File: src/rtl/tkc_core.sv
module tkc_core #(
  parameter int SHORT_TICKS = 1,
  parameter int LONG_TICKS  = 32
) (
  input  logic       clk,
  input  logic       rst_n,
  input  logic       tick,
  input  logic       line_in,
  input  logic       snap,
  input  logic       wr_en,
  input  logic       rd_en,
  input  logic [4:0] addr,
  input  logic [7:0] wdata,
  output logic [7:0] rdata,
  output logic       irq_n
);
  localparam int RT_W  = 40;
  localparam int IT_W  = 40;
  localparam int CC_W  = 32;
  localparam int RT_B  = RT_W / 8;
  localparam int IT_B  = IT_W / 8;
  localparam int CC_B  = CC_W / 8;
  localparam int RT_A  = 2;
  localparam int IT_A  = RT_A + RT_B;
  localparam int CC_A  = IT_A + IT_B;
  localparam int ART_A = CC_A + CC_B;
  localparam int AIT_A = ART_A + RT_B;
  localparam int ACC_A = AIT_A + IT_B;
  localparam int QW    = $clog2(LONG_TICKS + 1);

  logic [RT_W-1:0] rt, h_rt, a_rt;
  logic [IT_W-1:0] it, h_it, a_it;
  logic [CC_W-1:0] cc, h_cc, a_cc;
  logic [2:0] flags, ien;
  logic osc, auto_m, stop, dsel;
  logic line_d, q_run;
  logic [QW-1:0] qcnt, lim;
  logic [7:0] rd_mux;

  wire tk      = tick & osc;
  wire chg     = line_in ^ line_d;
  wire fall    = line_d & ~line_in;
  wire qual    = qcnt >= lim;
  wire it_inc  = tk & (auto_m ? q_run : ~stop);
  wire cc_inc  = osc & fall & qual;
  wire rd_stat = rd_en && addr == 5'd0;
  wire wr_cnt  = wr_en && addr >= 5'(RT_A) && addr < 5'(ART_A);
  wire [2:0] set_f = {cc_inc && (cc + 1'b1) == a_cc,
                      it_inc && (it + 1'b1) == a_it,
                      tk && (rt + 1'b1) == a_rt};

  assign lim   = dsel ? QW'(LONG_TICKS) : QW'(SHORT_TICKS);
  assign irq_n = ~|(flags & ~ien);

  always_ff @(posedge clk or negedge rst_n) begin
    if (!rst_n) begin
      line_d <= 1'b0;
      qcnt   <= '0;
      q_run  <= 1'b0;
    end else begin
      line_d <= line_in;
      if (chg) qcnt <= '0;
      else if (tk && !qual) qcnt <= qcnt + 1'b1;
      if (!chg && qual) q_run <= line_d;
    end
  end

  always_ff @(posedge clk or negedge rst_n) begin
    if (!rst_n) begin
      rt <= '0; it <= '0; cc <= '0;
      a_rt <= '0; a_it <= '0; a_cc <= '0;
      {dsel, stop, auto_m, osc} <= 4'b0;
      ien   <= 3'b111;
      flags <= 3'b0;
    end else begin
      if (tk) rt <= rt + 1'b1;
      if (it_inc) it <= it + 1'b1;
      if (cc_inc) cc <= cc + 1'b1;
      flags <= (flags & ~{3{rd_stat}}) | set_f;
      if (wr_en) begin
        if (addr == 5'd0) ien <= wdata[5:3];
        if (addr == 5'd1) {dsel, stop, auto_m, osc} <= wdata[7:4];
        for (int i = 0; i < RT_B; i++) begin
          if (addr == 5'(RT_A + i))  rt[8*i +: 8]   <= wdata;
          if (addr == 5'(ART_A + i)) a_rt[8*i +: 8] <= wdata;
        end
        for (int i = 0; i < IT_B; i++) begin
          if (addr == 5'(IT_A + i))  it[8*i +: 8]   <= wdata;
          if (addr == 5'(AIT_A + i)) a_it[8*i +: 8] <= wdata;
        end
        for (int i = 0; i < CC_B; i++) begin
          if (addr == 5'(CC_A + i))  cc[8*i +: 8]   <= wdata;
          if (addr == 5'(ACC_A + i)) a_cc[8*i +: 8] <= wdata;
        end
      end
    end
  end

  always_ff @(posedge clk or negedge rst_n) begin
    if (!rst_n) begin
      h_rt <= '0; h_it <= '0; h_cc <= '0;
    end else if (snap) begin
      h_rt <= rt; h_it <= it; h_cc <= cc;
    end
  end

  always_comb begin
    rd_mux = 8'h00;
    if (addr == 5'd0) rd_mux = {2'b00, ien, flags};
    if (addr == 5'd1) rd_mux = {dsel, stop, auto_m, osc, 4'b0};
    for (int i = 0; i < RT_B; i++) begin
      if (addr == 5'(RT_A + i))  rd_mux = h_rt[8*i +: 8];
      if (addr == 5'(ART_A + i)) rd_mux = a_rt[8*i +: 8];
    end
    for (int i = 0; i < IT_B; i++) begin
      if (addr == 5'(IT_A + i))  rd_mux = h_it[8*i +: 8];
      if (addr == 5'(AIT_A + i)) rd_mux = a_it[8*i +: 8];
    end
    for (int i = 0; i < CC_B; i++) begin
      if (addr == 5'(CC_A + i))  rd_mux = h_cc[8*i +: 8];
      if (addr == 5'(ACC_A + i)) rd_mux = a_cc[8*i +: 8];
    end
  end

  always_ff @(posedge clk or negedge rst_n) begin
    if (!rst_n) rdata <= 8'h00;
    else if (rd_en) rdata <= rd_mux;
  end

  AST_OSC_HALT: assert property (@(posedge clk) disable iff (!rst_n)
    (!osc && !wr_cnt) |=> ($stable(rt) && $stable(it) && $stable(cc)));
  AST_STOP_HOLD: assert property (@(posedge clk) disable iff (!rst_n)
    (!auto_m && stop && !wr_cnt) |=> $stable(it));
  AST_CC_STEP: assert property (@(posedge clk) disable iff (!rst_n)
    !wr_cnt |=> (cc == $past(cc) || cc == $past(cc) + 32'd1));
  AST_FLAG_CLEAR: assert property (@(posedge clk) disable iff (!rst_n)
    (rd_stat && set_f == 3'b0) |=> flags == 3'b0);
  AST_FLAG_KEEP: assert property (@(posedge clk) disable iff (!rst_n)
    set_f[0] |=> flags[0]);
  AST_IRQ_CAUSE: assert property (@(posedge clk) disable iff (!rst_n)
    !irq_n |-> |flags);
  AST_SNAP_HOLD: assert property (@(posedge clk) disable iff (!rst_n)
    !snap |=> ($stable(h_rt) && $stable(h_it) && $stable(h_cc)));
endmodule

File: config.mk
export PLATFORM = sky130hd
export DESIGN_NAME = tkc_core
export DESIGN_NICKNAME = d
export VERILOG_FILES = /design/src/rtl/tkc_core.sv
export SDC_FILE = /design/constraint.sdc
export NUM_CORES = 1
export LEC_CHECK = 0
export ABC_AREA = 1
export CAP_MARGIN = 20
export CORE_ASPECT_RATIO = 1.4
export CORE_MARGIN = 2
export CORE_UTILIZATION = 50
export CTS_CLUSTER_DIAMETER = 50
export DETAILED_ROUTE_END_ITERATION = 6
export DONT_BUFFER_PORTS = 1
export GPL_TIMING_DRIVEN = 0
export PLACE_DENSITY = 0.73
export SETUP_SLACK_MARGIN = 0.3
export SYNTH_ARGS = -nofsm -noshare
export SYNTH_HDL_FRONTEND = slang
export SYNTH_SLANG_ARGS = --single-unit
export TNS_END_PERCENT = 1
File: constraint.sdc
create_clock -name clk -period 6 [get_ports clk]
set_clock_uncertainty 0.05 [all_clocks]
set_input_delay 0.6 -clock clk [delete_from_list [all_inputs] [get_ports clk]]
set_output_delay 0.6 -clock clk [all_outputs]
set_load 0.01 [all_outputs]
Word level (Yosys, flattened, before mapping)
Cells that the tools add are included.
- equality and inequality tests: 32
- muxes and demuxes: 54
- $lt $le $gt $ge: 1
- bitwise gates (word level): 13
- reductions and logical operators: 28
- add/subtract/negate cells: 4
- operators by type and width (operator ; count):
    two-way mux 8 bit ; 43
    two-way mux 40 bit ; 4
    adder 40 x 1 -> 40 bit, second input constant ; 2
    equality test 40 bit ; 2
    equality test 5 bit, second input constant ; 14
    two-way mux 32 bit ; 2
    equality test 5 x 4 -> 1 bit, second input constant ; 8
    adder 32 x 1 -> 32 bit, second input constant ; 1
    equality test 32 bit ; 1
    AND reduction 2 bit ; 16
    two-way mux 6 bit ; 4
    equality test 5 x 3 -> 1 bit, second input constant ; 4
    equality test 5 x 2 -> 1 bit, second input constant ; 2
    adder 6 x 1 -> 6 bit, second input constant ; 1
    bitwise AND 3 bit ; 2
    greater-or-equal comparator 6 bit ; 1
    logical AND 1 bit ; 6
    inverter 3 bit ; 2
    bitwise AND 1 bit ; 5
    equality test 5 x 1 -> 1 bit, second input constant ; 1
    zero test 5 bit ; 1
    zero test 1 bit ; 3
    bitwise OR 3 bit ; 1
    OR reduction 3 bit ; 1
    other kinds (4) ; 5
- bits in registers: 362
- logic and storage cells: 162
- output and inout bits: 9

Depth between registers and ports, before layout
Gate-level depths: netlist (run 1).
- depth in word-level cells: 31
- gate-level depth with buffers: 22
- mapped depth without buffers: 22

Least setup slack after synthesis (run 1)
OpenSTA, ideal clock, no wires.
- kind: input to register
- start: input port addr[0]
- end: register rdata[2]
- data required time: 5.833 ns
- arrival time: 2.461 ns
- path slack: 3.372 ns
- cell stages on the path: 17
- path through: nor2_1 > nand2_1 > nor2_1 > inv_1 > or2_2 > nand2_1 > nand3_1 > nand2_1 > nand3_1 > nand2_1 > nand4_1 > nand2_1 > nand4_1 > nor2_1 > nand4_1 > nand2_1 > nand2_1
- word-level cells in the longest chain between the ends: 31
- elaborated cells between the ends (all ways): 60
- RTL lines (item ; RTL line ; source):
    from (decl) ; 12 ; input logic [4:0] addr,
    zero test 5 bit ; 109 ; if (addr == 5'd0) rd_mux = {2'b00, ien, flags};
    two-way mux 6 bit ; 109 ;
    two-way mux 8 bit ; 110 ; if (addr == 5'd1) rd_mux = {dsel, stop, auto_m, osc, 4'b0};
    two-way mux 8 bit ; 112 ; if (addr == 5'(RT_A + i)) rd_mux = h_rt[8*i +: 8];
    two-way mux 8 bit ; 113 ; if (addr == 5'(ART_A + i)) rd_mux = a_rt[8*i +: 8];
    two-way mux 8 bit ; 112 ;
    two-way mux 8 bit ; 113 ;
    two-way mux 8 bit ; 112 ;
    (+15 left out) ; - ;
    two-way mux 8 bit ; 120 ; if (addr == 5'(CC_A + i)) rd_mux = h_cc[8*i +: 8];
    two-way mux 8 bit ; 121 ; if (addr == 5'(ACC_A + i)) rd_mux = a_cc[8*i +: 8];
    two-way mux 8 bit ; 120 ;
    two-way mux 8 bit ; 121 ;
    two-way mux 8 bit ; 120 ;
    two-way mux 8 bit ; 121 ;
    two-way mux 8 bit ; 120 ;
    two-way mux 8 bit (*) ; 121 ;
    to (signal assigned) ; 127 ; else if (rd_en) rdata <= rd_mux;
    to (decl) ; 14 ; output logic [7:0] rdata,
Every way passes the cells marked *; elsewhere a longest branch is shown, timed or not.
A chain may end at the register's enable or synchronous reset.

Worst setup path after layout (run 1)
- start: register it[0]
- end: register flags[1]
- word-level cells in the longest chain between the ends: 4
- RTL lines (item ; RTL line ; source):
    from (decl) ; 32 ; logic [IT_W-1:0] it, h_it, a_it;
    from (signal assigned) ; 77 ; if (it_inc) it <= it + 1'b1;
    from (signal, indexed assignment) ; 88 ; if (addr == 5'(IT_A + i)) it[8*i +: 8] <= wdata;
    adder 40 x 1 -> 40 bit ; 49 ; it_inc && (it + 1'b1) == a_it,
    equality test 40 bit ; 49 ;
    logical AND 1 bit ; 49 ;
    bitwise OR 3 bit ; 79 ; flags <= (flags & ~{3{rd_stat}}) | set_f;
    to (signal assigned) ; 79 ;
    to (decl) ; 34 ; logic [2:0] flags, ien;
No other way between the ends.

==> flow_metrics.py, run 1 <==
metrics = {
    "sta": {
        "fmax_mhz": 254,
        "maxSlewHeadroom": 0.195,
        "finalHoldViolations": 359,
        "fin_crit_sh": 0.656,
        "worstMarginPinSlew_ns": 1.21,
        "tns_ns": 0,
        "whs_ns": -0.295,
        "rsz0062_at_grt": "false",
        "setup_viol": 0,
        "min_period_ns": 3.94,
        "maxSlewViolCount": 0,
    },
    "critical_path": {
        "path_class": "flip-flop to flip-flop",
        "timing.rr.end": "flags[1]",
        "end_kind": "flip-flop",
        "ff2ff_path_depth": 15,
        "worstPathRequired_ns": 6.44,
        "cp-start-kind": "flip-flop",
        "critical_path_peak_fanout": 5,
        "reg2reg_from": "it[0]",
        "worstPathArrival_ns": 4.37,
        "r2r_slack_ns": 2.06,
    },
    "detailed_routing": {
        "via_count": 19400,
        "first_pass_iters": 6,
        "wl_mm": 73.8,
        "avgRoutedWirePerCell_um": 22.4,
        "drc": 0,
        "antenna_left": 0,
        "viasPerCell": 5.89,
        "drt-initial-drc-count": 2102,
    },
    "global_route": {
        "grt_start_max_net_pins": 363,
        "grt_pass1_vias": 19200,
        "track_usage": 0.349,
        "grt_pass1_wl_mm": 113,
        "antenna_found_initial": 1,
        "globalRouteOverflowTotal": 0,
    },
    "pwr": {
        "vdd_ir_drop_max_mv": 0.275,
        "power_density_mw_per_mm2": 427,
        "p_leak_nw": 9.96,
    },
    "logic_synthesis": {
        "syn_inst": 2674,
        "synth_cell_type_count": 48,
        "synth.avg_cell_area_um2": 7.63,
        "synth-seq-area-share": 0.444,
        "yosysWarnings": 0,
        "synth-seq-cells": 362,
        "syn_area_mm2": 0.0204,
        "synthesis.nets": 2701,
    },
    "place": {
        "port_buffers": 0,
        "dp.cells": 3217,
        "placed_area_mm2": 0.0212,
        "gp_congestion": 0.974,
        "dp_hpwl_mm": 54.0,
    },
    "finish": {
        "layout_commonest_cell": "nand2_1",
        "final_cell_mix": "nand2_1 (663), dfrtp_1 (359), inv_1 (267)",
        "seq_area_mm2": 0.00906,
        "n_fill_cell": 3882,
        "area_growth_pct": 10.6,
        "stdcell_area_mm2": 0.0226,
        "final_util": 0.560,
        "final_cells": 3291,
        "nNetsFinal": 2754,
        "multiInputGateArea_mm2": 0.00988,
        "layout-drive-gt1-share": 0.0722,
    },
    "clock_network": {
        "htreeDepth": 2,
        "clk_pin_slew_ns": 0.07,
        "tritoncts": "done",
        "postCtsSetupBuffers": 0,
        "clock_path_buffers": 3,
        "cts_resized": 0,
        "root_buffer": "clkbuf_16",
        "numCtsBuffers": 39,
        "clk_latency_ns": 0.55,
        "clock-sinks": 362,
    },
    "floorplanning": {
        "die_w_um": 175,
        "start_util": 0.506,
        "die_area_mm2": 0.0424,
        "die_y_um": 243,
        "core-area_mm2": 0.0403,
        "row_count": 87,
        "ios": 29,
    },
    "status": {
        "violations": "negative hold slack",
        "status": "complete, but fails checks",
    },
    "run": {
        "maxCapViolCount": 0,
    },
    "hold_path": {
        "hp-class": "input port to async pin",
    },
}
[per-stage QoR]
stage / power [mW] / setup WS (ns)
after detailed placement: 7.09 / 1.95
after global placement: 6.97 / 1.98
final: 9.64 / 2.06
after CTS: 9.57 / 2.23
after global routing: 10.2 / 1.94
after floorplan: 6.12 / 3.37
[where the power goes]
group | internal [mW] | total [mW] | switching [mW]
registers | 3.29 | 4.19 | 0.899
clock network | 1.41 | 2.48 | 1.06
logic | 1.16 | 2.98 | 1.81
[worst max-delay path, stage by stage, from the launching register on]
cell	delay (ns)
dfrtp_1	0.50
ha_1	0.28
nand4_1	0.18
nor3_2	0.34
nand2_1	0.17
nor4_2	0.43
nand2_1	0.26
inv_1	0.14
nand2_1	0.08
xor2_1	0.22
xnor2_1	0.11
nor4_1	0.32
nand2_1	0.13
nor2_1	0.24
nand4_1	0.26
nand2_1	0.14
[per-layer routing]
metal | wire length (µm) | share of wire | global-route usage
met1 | 28100 | 0.38 | 0.423
met2 | 34500 | 0.47 | 0.561
met5 | 0 | 0 | 0
met3 | 5650 | 0.077 | 0.0692
met4 | 5510 | 0.075 | 0.236
[cells by family after synthesis]
| family | after synthesis | share of synthesized area |
|---|---|---|
| muxes | 28 | 0.0155 |
| buffers and inverters | 388 | 0.0715 |
| DFF | 362 | 0.444 |
| AOI/OAI and AO/OA | 479 | 0.125 |
| and+or+nand+nor | 1240 | 0.266 |
| xor gates and xnor gates | 170 | 0.0730 |
| adders and majority gates | 7 | 0.00429 |
[registers in the layout, summed over array words and instances, names as in the netlist, 6 cells and up]
name and cells:
h_rt 40, a_rt 40, it 40, rdata 8, cc 32, rt 40
a_cc 32, qcnt 6, h_it 40, a_it 40, h_cc 32
[cell type report]
| class | count | share of cell area |
|---|---|---|
| multi-input cells | 1924 | 0.438 |
| inverters | 276 | 0.0459 |
| clock buffers | 56 | 0.0520 |
| diodes | 2 | 0.000222 |
| repair buffers | 12 | 0.00838 |
| clock inverters | 13 | 0.00555 |
| flip-flops and latches | 362 | 0.402 |
| plain buffers | 112 | 0.0187 |
| well taps | 534 | 0.0296 |
[worst max path at each step]
| stage | from | to | cells after the start |
|---|---|---|---|
| after floorplan | addr[0] | rdata[2] | 17 |
| after global placement | addr[0] | rdata[2] | 17 |
| after detailed placement | addr[0] | rdata[2] | 17 |
| after CTS | it[0] | flags[1] | 15 |
| after global routing | it[0] | flags[1] | 15 |
| final | it[0] | flags[1] | 15 |
[synthesized netlist by cell type, drive strengths merged]
master / number / area [µm²]
nand3b: 4 / 33.8
dfstp: 3 / 78.8
inv: 271 / 1020
and2: 1 / 6.26
nand2: 667 / 2520
xor2: 117 / 1020
clkbuf: 105 / 394
o21ai: 259 / 1300
nor4: 25 / 163
a21oi: 120 / 601
nor2: 265 / 1020
a22oi: 10 / 75.1
nand4: 77 / 488
clkinv: 5 / 18.8
nor4b: 2 / 23.8
or2: 58 / 363
o31ai: 1 / 7.51
nor3: 50 / 319
buf: 7 / 27.5
o211ai: 11 / 82.6
nand3: 88 / 460
o22ai: 14 / 87.6
a31o: 1 / 8.76
and3b: 1 / 8.76
dfrtp: 359 / 8980
a31oi: 62 / 388
mux2: 28 / 315
nor3b: 2 / 20.0
a211oi: 1 / 7.51
xnor2: 53 / 464
ha: 7 / 87.6
No activity file was read; power rests on OpenSTA's default activity.
==> inputs of run 2 (changes only) <==
--- a/config.mk
+++ b/config.mk
@@ -14,7 +14,7 @@
 export DETAILED_ROUTE_END_ITERATION = 6
 export DONT_BUFFER_PORTS = 1
 export GPL_TIMING_DRIVEN = 0
-export PLACE_DENSITY = 0.73
+export PLACE_DENSITY = 0.76
 export SETUP_SLACK_MARGIN = 0.3
 export SYNTH_ARGS = -nofsm -noshare
 export SYNTH_HDL_FRONTEND = slang
==> constraint.sdc (replaced) <==
create_clock -name clk -period 3.4 [get_ports clk]
set_clock_uncertainty 0.05 [all_clocks]
set_input_delay 0.34 -clock clk [delete_from_list [all_inputs] [get_ports clk]]
set_output_delay 0.34 -clock clk [all_outputs]
set_load 0.01 [all_outputs]
==> run 2 against run 1 <==
Utilization rose by 1.1 points. Combinational power rose by 86%. Power rose by 81%. Count of clock-buffer cells in the layout fell by 3. The run ends with design-rule violations, negative hold slack, max-slew violations left. Sequential share of layout area fell by 0.73 points. Setup slack got worse by 1.9 ns. Via count rose by 2.1%. Global-route usage fell by 0.86 points. Fmax rose by 23%.
==> flow_metrics.py, run 2 (synthesized netlist as in run 1, its figures left out) <==
metrics = {
    "clock_network": {
        "root_buffer": "clkbuf_16",
        "htreeDepth": 2,
        "numCtsBuffers": 40,
        "hold_buffers": 2,
        "clk_pin_slew_ns": 0.07,
        "clk_latency_ns": 0.56,
        "clock_path_buffers": 3,
        "clock-sinks": 362,
        "tritoncts": "done",
    },
    "floorplanning": {
        "die_area_mm2": 0.0424,
        "start_util": 0.506,
        "die_y_um": 243,
        "ios": 29,
        "die_w_um": 175,
        "core-area_mm2": 0.0403,
        "row_count": 87,
    },
    "global_route": {
        "grt_pass1_wl_mm": 110,
        "track_usage": 0.340,
        "antenna_found_initial": 4,
        "globalRouteOverflowTotal": 0,
        "grt_pass1_vias": 19200,
        "grt_start_max_net_pins": 363,
    },
    "sta": {
        "fmax_mhz": 314,
        "rsz0062_at_grt": "true",
        "whs_ns": -0.557,
        "worstMarginPinSlew_ns": 1.50,
        "fin_crit_sh": 0.937,
        "maxSlewHeadroom": -0.00282,
        "setup_viol": 0,
        "finalHoldViolations": 359,
        "min_period_ns": 3.19,
        "tns_ns": 0,
        "setup_slack_ns": 0.213,
        "maxSlewViolCount": 20,
    },
    "place": {
        "port_buffers": 0,
        "gp_congestion": 0.984,
        "placed_area_mm2": 0.0211,
        "dp_hpwl_mm": 52.0,
        "place_ws_ns": -0.318,
    },
    "detailed_routing": {
        "wl_mm": 73.0,
        "via_count": 19800,
        "antenna_left": 0,
        "first_pass_iters": 7,
        "viasPerCell": 5.98,
        "drc": 13,
        "drt-initial-drc-count": 2030,
        "avgRoutedWirePerCell_um": 22.1,
    },
    "hold_path": {
        "hp-class": "input port to async pin",
    },
    "critical_path": {
        "worstPathRequired_ns": 3.84,
        "ff2ff_path_depth": 16,
        "path_buf_inv": 0,
        "crit_top_cell": "nor2_4",
        "end_kind": "flip-flop",
        "r2r_slack_ns": 0.21,
        "crit_chain": "nand3_4 -> nor3_4 -> nand3b_4 -> nor2_4 -> nand2_4 -> nor2_4 -> nand2_4 -> nor2_4 -> nand3b_1 -> xnor2_2 -> nor2_2 -> nor4_2 -> nand3_1 -> nor2_2 -> nand4_1 -> nand2_1",
        "critical_path_peak_fanout": 6,
        "path_delay_family": "simple AND/OR/NAND/NOR gates",
        "cp-start-kind": "flip-flop",
        "reg2reg_from": "it[2]",
        "timing.rr.end": "flags[1]",
        "cp_slowest_stage_delay_ns": 0.51,
        "path_class": "flip-flop to flip-flop",
        "worstPathArrival_ns": 3.63,
        "slowest_stage": "dfrtp_1",
    },
    "finish": {
        "multiInputGateArea_mm2": 0.0102,
        "stdcell_area_mm2": 0.0230,
        "nNetsFinal": 2775,
        "area_growth_pct": 12.7,
        "n_fill_cell": 3729,
        "layout-drive-gt1-share": 0.0955,
        "layout_commonest_cell": "nand2_1",
        "seq_area_mm2": 0.00907,
        "final_cell_mix": "nand2_1 (657), dfrtp_1 (354), inv_1 (266)",
    },
    "pwr": {
        "p_leak_nw": 10.2,
        "p_total_mw": 17.4,
        "power_density_mw_per_mm2": 759,
        "vdd_ir_drop_max_mv": 0.467,
    },
    "status": {
        "status": "complete, but fails checks",
        "violations": "design-rule violations, negative hold slack, max-slew violations",
    },
    "run": {
        "maxCapViolCount": 0,
    },
}
-- run 2: cell types whose count changed in the layout (fill, tap and decap cells not counted), moves of 6 or more --
| cell | before | now |
|---|---|---|
| buf_4 | 0 | 26 |
| nor2_1 | 258 | 245 |
| buf_8 | 10 | 2 |
| nor2_2 | 5 | 13 |
| nand2_1 | 663 | 657 |
| nor3_4 | 3 | 9 |
-- run 2: layout make-up --
| cell class | instances | area share |
|---|---|---|
| Antenna cell | 1 | 0.000109 |
| Buffer | 112 | 0.0183 |
| Clock buffer | 53 | 0.0496 |
| Clock inverter | 16 | 0.00778 |
| Inverter | 276 | 0.0451 |
| Multi-Input combinational cell | 1924 | 0.444 |
| Sequential cell | 362 | 0.394 |
| Tap cell | 534 | 0.0291 |
| Timing Repair Buffer | 32 | 0.0116 |
-- run 2: worst max path at each step --
stage | depth (start not counted) | slack, ns | endpoint | startpoint
global route | 17 | 0.08 | flags[1] | it[1]
floorplan | 17 | 0.81 | flags[0] | rt[0]
global placement | 17 | -0.29 | rdata[5] | addr[0]
CTS | 13 | 0.25 | flags[1] | it[0]
finish | 16 | 0.21 | flags[1] | it[2]
detailed placement | 17 | -0.32 | rdata[5] | addr[0]
-- run 2: report_power, final --
part	switching, mW	internal [mW]	leakage (nW)
combinational	3.38	2.18	5.04
clock	1.88	2.60	0.649
sequential	1.60	5.81	4.50
total	6.85	10.6	10.2
-- run 2: timing repair --
action                     4_1_cts  5_1_grt
setup buffers                   12       15
hold endpoints to repair       366      362
resized for setup               34       39
pin swaps                       16       28
setup endpoints to repair        7        6
-- run 2: worst register-to-register path, cell delays in order, from the launching register on --
cell and delay, ns:
dfrtp_1 0.51, nand3_4 0.15, nor3_4 0.29, nand3b_4 0.16
nor2_4 0.17, nand2_4 0.12, nor2_4 0.16, nand2_4 0.10
nor2_4 0.13, nand3b_1 0.14, xnor2_2 0.23, nor2_2 0.06
nor4_2 0.26, nand3_1 0.12, nor2_2 0.17, nand4_1 0.19
nand2_1 0.12
-- run 2: per-layer routing --
metal	global-route usage	wire (µm)
met1	0.402	26300
met2	0.563	34600
met3	0.0663	6510
met4	0.224	5600
met5	0	28
-- run 2: per-stage QoR --
stage	hold slack [ns]	cells	utilization
floorplan	-0.00559	2674	-
global route	-0.568	3309	0.571
detailed placement	0.00487	3210	0.524
global placement	0.00455	3208	0.523
CTS	-0.564	3293	0.563
finish	-0.557	3310	0.571
